### src/rtl/dmx_pkg.sv
// Shared types and register offsets for the DMA channel.
package dmx_pkg;
    typedef enum logic [1:0] {
        SZ_BYTE = 2'd0,
        SZ_HALF = 2'd1,
        SZ_WORD = 2'd2,
        SZ_RSVD = 2'd3
    } xsize_e;

    typedef enum logic [2:0] {
        OFS_CTRL  = 3'd0,
        OFS_PBASE = 3'd1,
        OFS_MBASE = 3'd2,
        OFS_COUNT = 3'd3,
        OFS_CLEAR = 3'd4
    } reg_ofs_e;

    typedef struct packed {
        logic       ie_err;
        logic       ie_half;
        logic       ie_full;
        logic [1:0] prio;
        xsize_e     mw;
        xsize_e     pw;
        logic       minc;
        logic       pinc;
        logic       m2m;
        logic       circ;
        logic       dir;
    } ctrl_t;

    // Flag bit positions
    localparam int FL_FULL = 0;
    localparam int FL_HALF = 1;
    localparam int FL_ERR  = 2;
endpackage

### src/rtl/dmx_regs.sv
// Configuration registers, enable bit and sticky event flags.
// Assumes events from the sequencer are single-cycle pulses.
// Configuration is frozen while enabled; the flag clear is always honoured.
module dmx_regs
    import dmx_pkg::*;
#(
    parameter int AW = 32,
    parameter int CW = 16
) (
    input  logic          clk,
    input  logic          rst_n,
    input  logic          cfg_we,
    input  logic [2:0]    cfg_addr,
    input  logic [31:0]   cfg_wdata,
    input  logic          full_evt,
    input  logic          half_evt,
    input  logic          err_evt,
    output ctrl_t         ctrl,
    output logic [AW-1:0] pbase,
    output logic [AW-1:0] mbase,
    output logic [CW-1:0] total,
    output logic          en,
    output logic          start,
    output logic [2:0]    flags,
    output logic          irq
);
    logic   ctrl_wr, clr_wr;
    logic [2:0] set_mask, clr_mask, sticky;
    ctrl_t  ctrl_new;

    // Decode the write strobes for the control and flag-clear offsets.
    assign ctrl_wr  = cfg_we && (cfg_addr == OFS_CTRL);
    assign clr_wr   = cfg_we && (cfg_addr == OFS_CLEAR);
    assign start    = ctrl_wr && !en && cfg_wdata[0] && !err_evt;
    assign set_mask = {err_evt, half_evt, full_evt};
    assign clr_mask = clr_wr ? cfg_wdata[2:0] : 3'b000;
    assign sticky   = flags & ~clr_mask;

    // Unpack the control word from the write data.
    always_comb begin
        ctrl_new.dir     = cfg_wdata[1];
        ctrl_new.circ    = cfg_wdata[2];
        ctrl_new.m2m     = cfg_wdata[3];
        ctrl_new.pinc    = cfg_wdata[4];
        ctrl_new.minc    = cfg_wdata[5];
        ctrl_new.pw      = xsize_e'(cfg_wdata[7:6]);
        ctrl_new.mw      = xsize_e'(cfg_wdata[9:8]);
        ctrl_new.prio    = cfg_wdata[11:10];
        ctrl_new.ie_full = cfg_wdata[12];
        ctrl_new.ie_half = cfg_wdata[13];
        ctrl_new.ie_err  = cfg_wdata[14];
    end

    // Configuration registers: writable only while the channel is disabled.
    always_ff @(posedge clk) begin
        if (!rst_n) begin
            ctrl  <= '0;
            pbase <= '0;
            mbase <= '0;
            total <= '0;
        end else if (cfg_we && !en) begin
            case (cfg_addr)
                OFS_CTRL:  ctrl  <= ctrl_new;
                OFS_PBASE: pbase <= cfg_wdata[AW-1:0];
                OFS_MBASE: mbase <= cfg_wdata[AW-1:0];
                OFS_COUNT: total <= cfg_wdata[CW-1:0];
                default:   ;
            endcase
        end
    end

    // Enable bit: a bus error clears it, otherwise the control write sets it.
    always_ff @(posedge clk) begin
        if (!rst_n)        en <= 1'b0;
        else if (err_evt)  en <= 1'b0;
        else if (ctrl_wr)  en <= cfg_wdata[0];
    end

    // Sticky flags: a new event wins over a clear in the same cycle.
    always_ff @(posedge clk) begin
        if (!rst_n) flags <= '0;
        else        flags <= sticky | set_mask;
    end

    // Interrupt line from the enabled flags.
    assign irq = |(flags & {ctrl.ie_err, ctrl.ie_half, ctrl.ie_full});

    p_cfg_frozen_r2: assert property (@(posedge clk) disable iff (!rst_n)
        en |=> ($stable(total) && $stable(pbase) && $stable(mbase) && $stable(ctrl)));
    p_err_disables_r9: assert property (@(posedge clk) disable iff (!rst_n)
        err_evt |=> !en);
    p_flags_sticky_r10: assert property (@(posedge clk) disable iff (!rst_n)
        ((flags & $past(sticky)) == $past(sticky)));
endmodule

### src/rtl/dmx_ptr.sv
// One address pointer. It loads from its base and steps by the access width.
// Assumes load has priority over step in the same cycle.
module dmx_ptr
    import dmx_pkg::*;
#(
    parameter int AW = 32
) (
    input  logic          clk,
    input  logic          rst_n,
    input  logic          load,
    input  logic          step,
    input  logic          inc,
    input  xsize_e        width,
    input  logic [AW-1:0] base,
    output logic [AW-1:0] addr
);
    localparam logic [AW-1:0] ONE = AW'(1);
    logic [AW-1:0] stride;

    // Stride in bytes for the selected width; the spare code acts as a word.
    always_comb begin
        case (width)
            SZ_BYTE: stride = ONE;
            SZ_HALF: stride = ONE << 1;
            default: stride = ONE << 2;
        endcase
    end

    // Pointer register.
    always_ff @(posedge clk) begin
        if (!rst_n)          addr <= '0;
        else if (load)       addr <= base;
        else if (step && inc) addr <= addr + stride;
    end

    p_fixed_addr_r4: assert property (@(posedge clk) disable iff (!rst_n)
        (step && !load && !inc) |=> $stable(addr));
endmodule

### src/rtl/dmx_seq.sv
// Item sequencer: read beat on the source port, then write beat on the
// destination port. It counts the remaining items and raises the events.
// Assumes ack and err are single-cycle responses to a held request.
module dmx_seq
    import dmx_pkg::*;
#(
    parameter int DW = 32,
    parameter int CW = 16
) (
    input  logic          clk,
    input  logic          rst_n,
    input  ctrl_t         ctrl,
    input  logic          en,
    input  logic          start,
    input  logic [CW-1:0] total,
    input  logic          dreq,
    output logic          p_req,
    output logic          p_we,
    input  logic [DW-1:0] p_rdata,
    input  logic          p_ack,
    input  logic          p_err,
    output logic          m_req,
    output logic          m_we,
    input  logic [DW-1:0] m_rdata,
    input  logic          m_ack,
    input  logic          m_err,
    output logic [DW-1:0] wdata,
    output logic          step,
    output logic          reload,
    output logic          full_evt,
    output logic          half_evt,
    output logic          err_evt
);
    typedef enum logic [1:0] {S_IDLE, S_RD, S_WR} st_e;
    st_e           state;
    logic [CW-1:0] rem, rem_dec;
    logic          src_ack, src_err, dst_ack, dst_err, go, done, last;
    logic [DW-1:0] src_data;

    // Route the handshake of each side according to the direction bit.
    assign src_ack  = ctrl.dir ? m_ack : p_ack;
    assign src_err  = ctrl.dir ? m_err : p_err;
    assign src_data = ctrl.dir ? m_rdata : p_rdata;
    assign dst_ack  = ctrl.dir ? p_ack : m_ack;
    assign dst_err  = ctrl.dir ? p_err : m_err;

    // Bus requests: one side reads in S_RD, the other side writes in S_WR.
    assign p_req = ctrl.dir ? (state == S_WR) : (state == S_RD);
    assign m_req = ctrl.dir ? (state == S_RD) : (state == S_WR);
    assign p_we  = ctrl.dir;
    assign m_we  = !ctrl.dir;

    // Item completion and events.
    assign go       = en && (rem != '0) && (ctrl.m2m || dreq);
    assign done     = (state == S_WR) && dst_ack && !dst_err;
    assign rem_dec  = rem - 1'b1;
    assign last     = done && (rem_dec == '0);
    assign step     = done;
    assign reload   = start || (last && ctrl.circ);
    assign full_evt = last;
    assign half_evt = done && (rem_dec == (total >> 1));
    assign err_evt  = ((state == S_RD) && src_ack && src_err) ||
                      ((state == S_WR) && dst_ack && dst_err);

    // Beat state machine and captured data.
    always_ff @(posedge clk) begin
        if (!rst_n) begin
            state <= S_IDLE;
            wdata <= '0;
        end else begin
            case (state)
                S_IDLE: if (go) state <= S_RD;
                S_RD: if (src_ack) begin
                    state <= src_err ? S_IDLE : S_WR;
                    wdata <= src_data;
                end
                S_WR: if (dst_ack) state <= S_IDLE;
                default: state <= S_IDLE;
            endcase
        end
    end

    // Remaining item count: load on enable, step per item, reload in circular mode.
    always_ff @(posedge clk) begin
        if (!rst_n)      rem <= '0;
        else if (start)  rem <= total;
        else if (done)   rem <= (last && ctrl.circ) ? total : rem_dec;
    end

    p_req_held_r3: assert property (@(posedge clk) disable iff (!rst_n)
        (p_req && !p_ack) |=> p_req);
    m_req_held_r3: assert property (@(posedge clk) disable iff (!rst_n)
        (m_req && !m_ack) |=> m_req);
    p_stop_at_zero_r6: assert property (@(posedge clk) disable iff (!rst_n)
        ((rem == '0) && (state == S_IDLE)) |=> !(p_req || m_req));
endmodule

### src/rtl/dma_xfer_channel.sv
// Top of the single DMA channel: registers, sequencer and two pointers.
// Assumes AW <= 32 so a base address fits one register write.
module dma_xfer_channel
    import dmx_pkg::*;
#(
    parameter int AW = 32,
    parameter int DW = 32,
    parameter int CW = 16
) (
    input  logic          clk,
    input  logic          rst_n,
    input  logic          cfg_we,
    input  logic [2:0]    cfg_addr,
    input  logic [31:0]   cfg_wdata,
    input  logic          dreq,
    output logic          p_req,
    output logic          p_we,
    output logic [AW-1:0] p_addr,
    output logic [1:0]    p_size,
    output logic [DW-1:0] p_wdata,
    input  logic [DW-1:0] p_rdata,
    input  logic          p_ack,
    input  logic          p_err,
    output logic          m_req,
    output logic          m_we,
    output logic [AW-1:0] m_addr,
    output logic [1:0]    m_size,
    output logic [DW-1:0] m_wdata,
    input  logic [DW-1:0] m_rdata,
    input  logic          m_ack,
    input  logic          m_err,
    output logic          chan_en,
    output logic [2:0]    flags,
    output logic          irq,
    output logic [1:0]    prio
);
    localparam int NSIDE = 2;   // index 0: peripheral side, 1: memory side

    ctrl_t         ctrl;
    logic [AW-1:0] pbase, mbase;
    logic [CW-1:0] total;
    logic          start, step, reload, full_evt, half_evt, err_evt;
    logic [DW-1:0] wdata;
    logic [AW-1:0] base_v [NSIDE];
    logic [AW-1:0] addr_v [NSIDE];
    logic          inc_v  [NSIDE];
    xsize_e        wid_v  [NSIDE];

    dmx_regs #(.AW(AW), .CW(CW)) u_regs (
        .clk(clk), .rst_n(rst_n), .cfg_we(cfg_we), .cfg_addr(cfg_addr),
        .cfg_wdata(cfg_wdata), .full_evt(full_evt), .half_evt(half_evt),
        .err_evt(err_evt), .ctrl(ctrl), .pbase(pbase), .mbase(mbase),
        .total(total), .en(chan_en), .start(start), .flags(flags), .irq(irq)
    );

    dmx_seq #(.DW(DW), .CW(CW)) u_seq (
        .clk(clk), .rst_n(rst_n), .ctrl(ctrl), .en(chan_en), .start(start),
        .total(total), .dreq(dreq),
        .p_req(p_req), .p_we(p_we), .p_rdata(p_rdata), .p_ack(p_ack), .p_err(p_err),
        .m_req(m_req), .m_we(m_we), .m_rdata(m_rdata), .m_ack(m_ack), .m_err(m_err),
        .wdata(wdata), .step(step), .reload(reload),
        .full_evt(full_evt), .half_evt(half_evt), .err_evt(err_evt)
    );

    // Per-side pointer configuration.
    assign base_v[0] = pbase;
    assign base_v[1] = mbase;
    assign inc_v[0]  = ctrl.pinc;
    assign inc_v[1]  = ctrl.minc;
    assign wid_v[0]  = ctrl.pw;
    assign wid_v[1]  = ctrl.mw;

    // One pointer per side.
    for (genvar s = 0; s < NSIDE; s++) begin : g_ptr
        dmx_ptr #(.AW(AW)) u_ptr (
            .clk(clk), .rst_n(rst_n), .load(reload), .step(step),
            .inc(inc_v[s]), .width(wid_v[s]), .base(base_v[s]), .addr(addr_v[s])
        );
    end

    assign p_addr  = addr_v[0];
    assign m_addr  = addr_v[1];
    assign p_size  = ctrl.pw;
    assign m_size  = ctrl.mw;
    assign p_wdata = wdata;
    assign m_wdata = wdata;
    assign prio    = ctrl.prio;
endmodule

### config.mk
export PLATFORM = sky130hd
export DESIGN_NAME = dma_xfer_channel
export DESIGN_NICKNAME = d
export VERILOG_FILES = /design/src/rtl/dmx_pkg.sv /design/src/rtl/dmx_regs.sv /design/src/rtl/dmx_ptr.sv /design/src/rtl/dmx_seq.sv /design/src/rtl/dma_xfer_channel.sv
export SDC_FILE = /design/constraint.sdc
export NUM_CORES = 1
export LEC_CHECK = 0
export BUFFER_PORTS_ARGS = -buffer_cell sky130_fd_sc_hd__buf_2
export CORE_ASPECT_RATIO = 1.4
export CORE_MARGIN = 5
export CORE_UTILIZATION = 35
export CTS_BUF_LIST = sky130_fd_sc_hd__clkbuf_8
export CTS_CLUSTER_DIAMETER = 100
export CTS_CLUSTER_SIZE = 30
export DETAILED_ROUTE_END_ITERATION = 6
export MAX_ROUTING_LAYER = met4
export SKIP_CTS_REPAIR_TIMING = 1
export SYNTH_ARGS = -nofsm -noshare
export SYNTH_HDL_FRONTEND = slang
export SYNTH_HIERARCHICAL = 1
export SYNTH_SLANG_ARGS = --single-unit
### constraint.sdc
create_clock -name clk -period 5.02 [get_ports clk]
set_input_delay 1.004 -clock clk [delete_from_list [all_inputs] [get_ports clk]]
set_output_delay 1.004 -clock clk [all_outputs]
set_load 0.01 [all_outputs]
==> results.py, run 1 <==
metrics = {
    "status": {
        "status": "complete, no violations",
    },
    "synthesis": {
        "synth_cells": 1342,
        "synth.distinct_cells": 78,
        "synth_fa_ha_area_frac": 0.01224,
        "synth_compound_area_frac": 0.1575,
        "ys_top_cells_by_area": "dfxtp_1 (37%), mux2i_1 (12%), nand2_1 (5.9%)",
        "synth.mux.area_fraction": 0.1182,
        "yosys.area_share.simple": 0.2318,
        "seq_area_frac_synth": 0.3706,
        "synth_edf_count": 0,
        "synthXorXnorAreaFrac": 0.03212,
        "synthFlopType": "dfxtp_1",
        "syn_nets": 1459,
        "synth.top_cell.area_share": 0.3706,
        "synthArstFlopShare": 0,
        "synth.yosys.warnings": 6,
        "synth_area_mm2": 0.01145,
        "ys_seq_elements": 212,
        "synth_top_family_by_area": "simple AND/OR/NAND/NOR gates",
        "synth_area_leader_cell": "dfxtp_1",
        "syn_avg_cell_area_um2": 8.534,
    },
    "final_layout": {
        "nets": 1609,
        "areaGrowthSynthToFinish_pct": 11.91,
        "final_cell_mix": "buf_2 (248), dfxtp_1 (211), nand2_1 (180)",
        "fill_cells": 3355,
        "postLayoutCoreUtil": 0.3955,
        "antenna_cells": 0,
        "drive_above_1_share": 0.2103,
        "finish.instance_area_mm2": 0.01282,
        "final_common_cell": "buf_2",
    },
    "pwr": {
        "p_sw_frac": 0.2699,
        "power_switching_mw": 0.7544,
        "power_frac_seq": 0.625,
        "ir_worst_vdd_mv": 0.1520,
        "power_frac_clock": 0.278,
        "leakagePower_nw": 5.429,
        "p_per_area_mw_per_mm2": 218.1,
        "power.internal_mw": 2.041,
        "power_frac_comb": 0.097,
    },
    "clocking": {
        "path_clk_slew_ns": 0.17,
        "cts_buffers": 11,
        "htreeDepth": 1,
        "clockRootBuffer": "clkbuf_8",
        "cts_buffer_depth": 3,
        "clock-sinks": 212,
        "cts_tree": "yes",
        "insertion_delay_ns": 0.53,
    },
    "critical_path": {
        "end_kind": "register",
        "worstPathRequired_ns": 5.46,
        "cp.depth": 12,
        "critPathMaxFanout": 29,
        "critPathArrivalTime_ns": 4.66,
        "cp_slowest_stage_delay_ns": 0.70,
        "crit_buf_inv": 3,
        "r2r-start": "u_seq/rem[0]$_SDFFE_PN0P_",
        "path_cells": "inv_1, ha_1, or4b_2, o31a_1, a211o_1, and4b_1, nor2_4, inv_2, buf_4, mux2i_1, a311oi_1, a311o_1",
        "startpoint_type": "register",
        "cp_top_family": "simple AND/OR/NAND/NOR gates",
        "reg2reg_slack_ns": 0.80,
        "r2r_end": "g_ptr[1].u_ptr/addr[31]$_SDFFE_PN0P_",
        "critPathKind": "reg -> reg",
        "reg2reg_depth": 12,
        "cp_slowest_cell": "or4b_2",
    },
    "global_route": {
        "grt_pass1_vias": 10108,
        "grt.overflow.total": 0,
        "antenna_found_initial": 0,
        "grt.total_usage": 0.1940,
        "grt_max_degree": 84,
        "grt_pass1_wl_mm": 56.06,
    },
    "sta": {
        "timing.final.ws_setup_ns": 0.7992,
        "maxSlewHeadroom": 0.3069,
        "setup_tns_ns": 0,
        "min_period_ns": 4.221,
        "grt_setup_unrepaired": "no",
        "fmax_mhz": 236.9,
        "maxSlewViolCount": 0,
        "fin_crit_sh": 0.8408,
        "worst-slew-pin-transition_ns": 1.040,
        "fin_skew_ns": 0.02205,
        "hold_slack_ns": 0.4663,
        "setup_viol": 0,
        "final-hold-violation-count": 0,
    },
    "detailed_routing": {
        "ant_nets": 0,
        "top_layer": "met4",
        "routedWlPerCell_um": 18.83,
        "drt_iter0_markers": 709,
        "post-route-drc-count": 0,
        "m1WireLength_mm": 14.82,
        "dr.pass1.iters": 5,
        "wl_mm": 36.41,
        "wl_met2_mm": 18.81,
        "dr_total_vias": 10536,
        "dr_wl_met3_mm": 1.959,
        "via_per_inst": 5.451,
    },
    "placed_design": {
        "hpwl_mm": 26.92,
        "dpl_cell_area_mm2": 0.01263,
        "place_ws_ns": 0.8573,
        "gp_congestion": 0.9017,
        "port_buffers": 249,
    },
    "floorplanning": {
        "die-area_mm2": 0.03649,
        "coreArea_mm2": 0.03240,
        "die_h_um": 224.0,
        "io_pins": 250,
        "initial_core_util": 0.3535,
        "fp-row-count": 78,
        "die_x_um": 162.9,
    },
    "hold_path": {
        "hp-start": "u_regs/ctrl[2]$_SDFFE_PN0P_",
        "min_path_cells": 2,
        "hold_end": "u_regs/ctrl[2]$_SDFFE_PN0P_",
        "hold_path_class": "reg -> reg",
    },
    "flow_run": {
        "max_cap_violations": 0,
    },
}
## worst max path at each step
stage / start / end
finish: u_seq/rem[0]$_SDFFE_PN0P_ / g_ptr[1].u_ptr/addr[31]$_SDFFE_PN0P_
global route: u_seq/rem[0]$_SDFFE_PN0P_ / g_ptr[1].u_ptr/addr[31]$_SDFFE_PN0P_
CTS: u_seq/rem[0]$_SDFFE_PN0P_ / g_ptr[1].u_ptr/addr[31]$_SDFFE_PN0P_
detailed placement: u_seq/rem[0]$_SDFFE_PN0P_ / g_ptr[1].u_ptr/addr[31]$_SDFFE_PN0P_
global placement: u_seq/rem[0]$_SDFFE_PN0P_ / g_ptr[1].u_ptr/addr[31]$_SDFFE_PN0P_
floorplan: u_regs/ctrl[0]$_SDFFE_PN0P_ / g_ptr[0].u_ptr/addr[31]$_SDFFE_PN0P_
## synthesized netlist by cell type (all sizes together) (3+ instances only)
master and number:
o211ai 8, inv 24, a21oi 42, nor3b 14, and4 7, nand4b 4
a221oi 3, nor4 28, nand3b 5, and3b 4, o221ai 6, ha 8
xor2 13, or4 20, nor3 31, a211o 6, o21ai 83, and3 19
o221a 3, a31oi 23, clkbuf 59, xnor2 29, a311oi 12, nand2 181
nor2 81, or2 8, dfxtp 212, buf 72, o31ai 4, o31a 4
nand3 38, a211oi 52, a21o 3, and2 6, mux2i 133, nor2b 10
and4b 3, nand2b 3, clkinv 3, or3 21, nor4b 6, nand4 20
## kinds of logic after synthesis
logic type | Yosys count
XOR/XNOR | 42
adder cells (fa/ha/maj) | 10
AO/OA/AOI/OAI | 273
buffers and inverters | 158
multiplexers | 135
flip-flops | 212
AND/OR/NAND/NOR | 512
## power groups by stage
stage / clock, mW / sequential (mW) / combinational (mW)
final: 0.776 / 1.75 / 0.271
after global routing: 0.869 / 1.75 / 0.297
after CTS: 0.810 / 1.75 / 0.272
after detailed placement: 0 / 1.78 / 0.271
after global placement: 0 / 1.78 / 0.269
after floorplan: 0 / 1.77 / 0.166
## tightest hold or removal path, delay by kind of cell, from the launching register on
family           cells  cell delay [ns]
flip-flops           1             0.34
AND/OR/NAND/NOR      1             0.05
multiplexers         1             0.05
## layout make-up
type                            instances  area, µm²  area share
Multi-Input combinational cell        972       6340      0.4947
Sequential cell                       212       4245      0.3313
Timing Repair Buffer                  268       1391      0.1086
Tap cell                              440      550.5     0.04296
Clock buffer                           11      151.4     0.01181
Inverter                               27      101.3    0.007908
Clock inverter                          3      36.28    0.002831
## routing by layer
metal | track usage | vias to the layer above
li1 | - | 5134
met1 | 0.2306 | 5026
met2 | 0.3487 | 341
met3 | 0.02227 | 35
met4 | 0.04737 | 0
met5 | - | -
## metrics by stage
| stage | power, mW | cells |
|---|---|---|
| floorplan | 1.939 | 1342 |
| global placement | 2.052 | 1919 |
| detailed placement | 2.055 | 1919 |
| CTS | 2.831 | 1933 |
| global route | 2.920 | 1933 |
| finish | 2.795 | 1933 |
## state kept, by name, indices dropped and copies added (netlist names), 2 cells and up
name,cells
u_regs/total,16
g_ptr.u_ptr/addr,64
u_seq/wdata,32
u_regs/mbase,32
u_seq/rem,16
u_regs/ctrl,14
u_regs/pbase,32
u_regs/flags,3
u_seq/state,2
Power figures use the tool's default switching activity.
==> run 2, diff against run 1 <==
Settings changed: ABC_AREA set to 1.
Clock period 5.02 ns to 3.9 ns, I/O delays scaled along.
==> run 2 against run 1 <==
First-iteration DRC count grew 11%. Clock power grew 31%. Sequential power grew 29%. Sequential share of layout area shrank 2.1 points. Critical endpoint is now g_ptr[0].u_ptr/addr[15]$_SDFFE_PN0P_. Synthesized area grew 6.0%. Count of clock-buffer cells in the layout is the same.
==> results.py, run 2 <==
metrics = {
    "detailed_routing": {
        "via_per_inst": 4.917,
        "ant_nets": 0,
        "drt_iter0_markers": 785,
        "wl_mm": 39.10,
        "dr.pass1.iters": 7,
        "post-route-drc-count": 0,
        "routedWlPerCell_um": 15.53,
        "dr_total_vias": 12382,
    },
    "clocking": {
        "clock-sinks": 212,
        "clockRootBuffer": "clkbuf_8",
        "insertion_delay_ns": 0.53,
        "cts_buffer_depth": 3,
        "path_clk_slew_ns": 0.18,
        "cts_tree": "yes",
        "htreeDepth": 1,
        "cts_buffers": 11,
    },
    "synthesis": {
        "syn_avg_cell_area_um2": 6.387,
        "synth.yosys.warnings": 6,
        "synth_area_leader_cell": "dfxtp_1",
        "synth_area_mm2": 0.01214,
        "synth_most_common_cell": "nand2_1",
        "syn_nets": 2018,
        "synth_edf_count": 0,
        "synth.distinct_cells": 44,
        "synthFlopType": "dfxtp_1",
        "ys_top_cells_by_area": "dfxtp_1 (35%), nand2_1 (17%), nor2_1 (9.6%)",
        "synthArstFlopShare": 0,
        "synth.top_cell.area_share": 0.3495,
        "synth_common_cells": "nand2_1 (541), nor2_1 (309), dfxtp_1 (212)",
        "ys_seq_elements": 212,
        "seq_area_frac_synth": 0.3495,
        "synth_cells": 1901,
    },
    "sta": {
        "min_period_ns": 3.435,
        "fin_crit_sh": 0.8807,
        "worst-slew-pin-transition_ns": 1.194,
        "final-hold-violation-count": 0,
        "setup_tns_ns": 0,
        "fin_skew_ns": 0.01858,
        "maxSlewHeadroom": 0.2031,
        "grt_setup_unrepaired": "no",
        "hold_slack_ns": 0.4872,
        "maxSlewViolCount": 0,
        "fmax_mhz": 291.2,
        "setup_viol": 0,
    },
    "global_route": {
        "grt.total_usage": 0.1960,
        "antenna_found_initial": 1,
        "grt.overflow.total": 0,
        "grt_pass1_wl_mm": 61.27,
        "grt_pass1_vias": 11427,
        "grt_max_degree": 103,
    },
    "pwr": {
        "leakagePower_nw": 5.961,
        "p_per_area_mw_per_mm2": 274.1,
        "power_switching_mw": 1.082,
        "p_sw_frac": 0.2889,
        "power.internal_mw": 2.665,
        "ir_worst_vdd_mv": 0.1943,
        "power_frac_seq": 0.601,
        "power_frac_clock": 0.271,
        "power_frac_comb": 0.128,
    },
    "final_layout": {
        "largest_reg_flops": 64,
        "regMostFlops": "g_ptr.u_ptr/addr",
        "final_cell_mix": "nand2_1 (541), nor2_1 (304), buf_2 (248)",
        "drive_above_1_share": 0.1878,
        "areaGrowthSynthToFinish_pct": 12.58,
        "nets": 2181,
        "fill_cells": 3748,
        "final_common_cell": "nand2_1",
    },
    "floorplanning": {
        "initial_core_util": 0.3547,
        "coreArea_mm2": 0.03423,
        "die_x_um": 167.4,
        "fp-row-count": 80,
        "io_pins": 250,
        "die_h_um": 230.4,
        "die-area_mm2": 0.03857,
    },
    "critical_path": {
        "r2r-start": "u_seq/rem[0]$_SDFFE_PN0P_",
        "endpoint": "g_ptr[0].u_ptr/addr[15]$_SDFFE_PN0P_",
        "critPathArrivalTime_ns": 3.88,
        "critical_path.startpoint": "u_seq/rem[0]$_SDFFE_PN0P_",
        "r2r_end": "g_ptr[0].u_ptr/addr[15]$_SDFFE_PN0P_",
        "worstPathRequired_ns": 4.35,
        "critPathKind": "reg -> reg",
        "end_kind": "register",
        "reg2reg_depth": 13,
        "reg2reg_slack_ns": 0.47,
        "critPathMaxFanout": 27,
        "startpoint_type": "register",
    },
    "placed_design": {
        "port_buffers": 249,
        "hpwl_mm": 29.67,
        "gp_congestion": 0.9637,
    },
    "flow_run": {
        "max_cap_violations": 0,
    },
    "hold_path": {
        "hold_path_class": "reg -> reg",
    },
    "status": {
        "status": "complete, no violations",
    },
}
[run 2: cell types whose count changed in the layout (fill, tap and decap cells not counted), sizes merged, moves of 19 or more]
cell and change:
nand2 +390, nor2 +268, inv +153, mux2i -133
nand3 +97, a211oi -52, a21oi +40, o21ai +29
a31oi +27, nor3 -26, nor4 -24, or3 -21
or4 -20, and3 -19
[run 2: cells by family (layout without fill, tap and decap cells)]
kind of cell             after synthesis  after routing  synth area share
adder cells (fa/ha/maj)               10             10           0.01154
other                                  0              1                 0
AND/OR/NAND/NOR                     1089           1089            0.3833
XOR/XNOR                              35             35           0.02741
flip-flops                           212            212            0.3495
buffers and inverters                295            460            0.1073
AO/OA/AOI/OAI                        260            260            0.1209
[run 2: worst min path at each step]
stage / start / to / slack, ns / depth (start not counted)
6_report: u_regs/mbase[2]$_SDFFE_PN0P_ / g_ptr[1].u_ptr/addr[2]$_SDFFE_PN0P_ / 0.49 / 2
5_1_grt: m_rdata[2] / u_seq/wdata[2]$_SDFFE_PN0P_ / 0.45 / 3
4_1_cts: p_rdata[29] / u_seq/wdata[29]$_SDFFE_PN0P_ / 0.45 / 3
3_5_place_dp: u_regs/mbase[3]$_SDFFE_PN0P_ / u_regs/mbase[3]$_SDFFE_PN0P_ / 0.47 / 2
3_3_place_gp: u_regs/mbase[5]$_SDFFE_PN0P_ / u_regs/mbase[5]$_SDFFE_PN0P_ / 0.46 / 2
2_1_floorplan: u_regs/pbase[3]$_SDFFE_PN0P_ / u_regs/pbase[3]$_SDFFE_PN0P_ / 0.45 / 2
[run 2: per-stage QoR]
stage / cells / total power [mW] / setup WS, ns / area [µm²] / utilization
CTS: 2517 / 3.793 / 0.5202 / 13670 / 0.3992
global route: 2518 / 3.930 / 0.05209 / 13670 / 0.3993
global placement: 2502 / 2.772 / 0.5024 / 13470 / 0.3936
floorplan: 1901 / 2.613 / 1.319 / 12140 / -
detailed placement: 2502 / 2.777 / 0.4022 / 13470 / 0.3936
finish: 2518 / 3.747 / 0.4654 / 13670 / 0.3993
[run 2: power groups by stage]
stage          clock network [mW]  logic [mW]  registers, mW
6_report                     1.02       0.480           2.25
5_1_grt                      1.13       0.541           2.26
4_1_cts                      1.06       0.481           2.25
3_5_place_dp                    0       0.480           2.30
3_3_place_gp                    0       0.475           2.30
2_1_floorplan                   0       0.326           2.29
[run 2: worst max-delay path, stage by stage (launching register included)]
cell	delay, ns
dfxtp_1	0.37
inv_1	0.20
ha_1	0.27
nand2_1	0.11
nor2_2	0.11
nand2_1	0.11
nor2_4	0.14
xor2_4	0.23
nor2_2	0.08
nand3_4	0.19
nand2_4	0.20
nor2_2	0.92
o21ai_0	0.24
a21oi_1	0.18
[run 2: layout make-up]
cell class                      instances  area (µm²)  share of cell area
Antenna cell                            1       2.502           0.0001831
Clock buffer                           11       151.4             0.01108
Clock inverter                          4       41.29            0.003021
Inverter                              181       679.4             0.04970
Multi-Input combinational cell       1394        6613              0.4838
Sequential cell                       212        4244              0.3105
Tap cell                              451       564.3             0.04128
Timing Repair Buffer                  264        1374              0.1005
[run 2: layer usage]
metal	up-vias	wire length [µm]	track usage
li1	6304	-	-
met5	-	0	-
met3	71	1865	0.02328
met2	349	19880	0.3510
met1	5658	16010	0.2300
met4	0	1342	0.05887
==> run 3, diff against run 2 <==
Settings changed: CORE_ASPECT_RATIO 1.4 to 0.75.
==> run 3 against run 2 <==
Power up 0.58%. Critical path type unchanged. Global-route usage up 1.0 points. Sequential share of layout area down 0.085 points. Count of clock-buffer cells in the layout unchanged.
==> results.py, run 3 (synthesis gave the netlist of run 2 again) <==
metrics = {
    "status": {
        "status": "complete, no violations",
    },
    "clocking": {
        "path_clk_slew_ns": 0.18,
        "insertion_delay_ns": 0.54,
        "cts_buffers": 11,
        "htreeDepth": 1,
        "cts_tree": "yes",
        "cts_buffer_depth": 3,
        "clockRootBuffer": "clkbuf_8",
        "clock-sinks": 212,
    },
    "critical_path": {
        "reg2reg_depth": 16,
        "critPathMaxFanout": 37,
        "reg2reg_slack_ns": 0.52,
        "critPathKind": "reg -> reg",
        "startpoint_type": "register",
        "endpoint": "g_ptr[1].u_ptr/addr[23]$_SDFFE_PN0P_",
        "end_kind": "register",
        "r2r_end": "g_ptr[1].u_ptr/addr[23]$_SDFFE_PN0P_",
        "r2r-start": "u_seq/rem[0]$_SDFFE_PN0P_",
        "critical_path.startpoint": "u_seq/rem[0]$_SDFFE_PN0P_",
        "critPathArrivalTime_ns": 3.79,
        "worstPathRequired_ns": 4.31,
    },
    "detailed_routing": {
        "dr.pass1.iters": 6,
        "routedWlPerCell_um": 15.85,
        "post-route-drc-count": 0,
        "dr_total_vias": 12612,
        "via_per_inst": 4.987,
        "wl_mm": 40.08,
        "drt_iter0_markers": 871,
        "ant_nets": 0,
    },
    "sta": {
        "maxSlewHeadroom": 0.2280,
        "setup_tns_ns": 0,
        "setup_viol": 0,
        "min_period_ns": 3.376,
        "maxSlewViolCount": 0,
        "grt_setup_unrepaired": "no",
        "fin_skew_ns": 0.02318,
        "fmax_mhz": 296.2,
        "worst-slew-pin-transition_ns": 1.155,
        "timing.final.ws_setup_ns": 0.5236,
        "final-hold-violation-count": 0,
        "fin_crit_sh": 0.8657,
    },
    "pwr": {
        "p_per_area_mw_per_mm2": 275.0,
        "leakagePower_nw": 5.991,
        "ir_worst_vdd_mv": 0.2000,
        "power_mw": 3.769,
    },
    "final_layout": {
        "largest_reg_flops": 64,
        "nets": 2186,
        "final_common_cell": "nand2_1",
        "areaGrowthSynthToFinish_pct": 12.89,
        "stdcell_count": 2529,
        "final_cell_mix": "nand2_1 (541), nor2_1 (304), buf_2 (248)",
        "drive_above_1_share": 0.1898,
        "postLayoutCoreUtil": 0.3976,
        "regMostFlops": "g_ptr.u_ptr/addr",
    },
    "floorplanning": {
        "io_pins": 250,
        "fp-row-count": 59,
        "die_x_um": 225.1,
        "die-area_mm2": 0.03855,
        "initial_core_util": 0.3522,
        "coreArea_mm2": 0.03447,
        "die_h_um": 171.3,
    },
    "placed_design": {
        "dp_cells": 2513,
        "port_buffers": 249,
        "place_ws_ns": 0.4704,
        "gp_congestion": 0.9424,
        "hpwl_mm": 30.39,
    },
    "global_route": {
        "grt_pass1_wl_mm": 63.98,
        "antenna_found_initial": 1,
        "grt.overflow.total": 0,
        "grt_max_degree": 99,
        "grt_pass1_vias": 12059,
        "grt.total_usage": 0.2060,
    },
    "flow_run": {
        "max_cap_violations": 0,
    },
    "hold_path": {
        "hold_path_class": "in -> reg",
    },
}
==> run 3: final cells by class <==
cell class | count | area (µm²)
Antenna cell | 1 | 2.502
Clock buffer | 11 | 151.4
Clock inverter | 4 | 33.78
Fill cell | 3750 | 20770
Inverter | 181 | 679.4
Multi-Input combinational cell | 1394 | 6613
Sequential cell | 212 | 4244
Tap cell | 457 | 571.8
Timing Repair Buffer | 269 | 1411
==> run 3: worst min path at each step <==
| stage | from | end | slack, ns | cells past startpoint |
|---|---|---|---|---|
| detailed placement | u_regs/mbase[5]$_SDFFE_PN0P_ | u_regs/mbase[5]$_SDFFE_PN0P_ | 0.47 | 2 |
| floorplan | u_regs/pbase[3]$_SDFFE_PN0P_ | u_regs/pbase[3]$_SDFFE_PN0P_ | 0.45 | 2 |
| CTS | m_rdata[25] | u_seq/wdata[25]$_SDFFE_PN0P_ | 0.44 | 3 |
| global placement | u_regs/mbase[5]$_SDFFE_PN0P_ | u_regs/mbase[5]$_SDFFE_PN0P_ | 0.46 | 2 |
| global route | m_rdata[25] | u_seq/wdata[25]$_SDFFE_PN0P_ | 0.45 | 3 |
| finish | m_rdata[25] | u_seq/wdata[25]$_SDFFE_PN0P_ | 0.48 | 3 |
==> run 3: metal layers <==
layer / track usage / share of wire / vias to the layer above
met5: - / 0 / -
met4: 0.04472 / 0.023 / 0
met3: 0.03310 / 0.059 / 56
met2: 0.3291 / 0.45 / 393
met1: 0.2777 / 0.46 / 5848
li1: - / - / 6315
==> run 3: worst max-delay path: stages, from the launching register on <==
cell and delay, ns:
dfxtp_1 0.44, inv_1 0.15, ha_1 0.29, xnor2_1 0.31, nand2_1 0.10, nor2_1 0.12
nand2_1 0.08, nor2_2 0.09, nand2_2 0.08, nor2_4 0.11, nand3_4 0.18, nand2_4 0.28
buf_4 0.42, nor2_2 0.07, buf_4 0.24, a21oi_1 0.19, nor2_1 0.06
==> run 3: stage by stage <==
stage               instance area [µm²]  hold WS, ns
finish                            13710       0.4791
global route                      13710       0.4464
CTS                               13700       0.4376
detailed placement                13520       0.4678
global placement                  13520       0.4579
floorplan                         12140       0.4496
==> run 3: power breakdown <==
part | internal [mW] | total, mW | switching (mW) | leakage, nW
clock | 0.282 | 1.02 | 0.742 | 0.0981
sequential | 2.21 | 2.25 | 0.0381 | 1.71
combinational | 0.174 | 0.495 | 0.321 | 4.18
total | 2.67 | 3.77 | 1.10 | 5.99
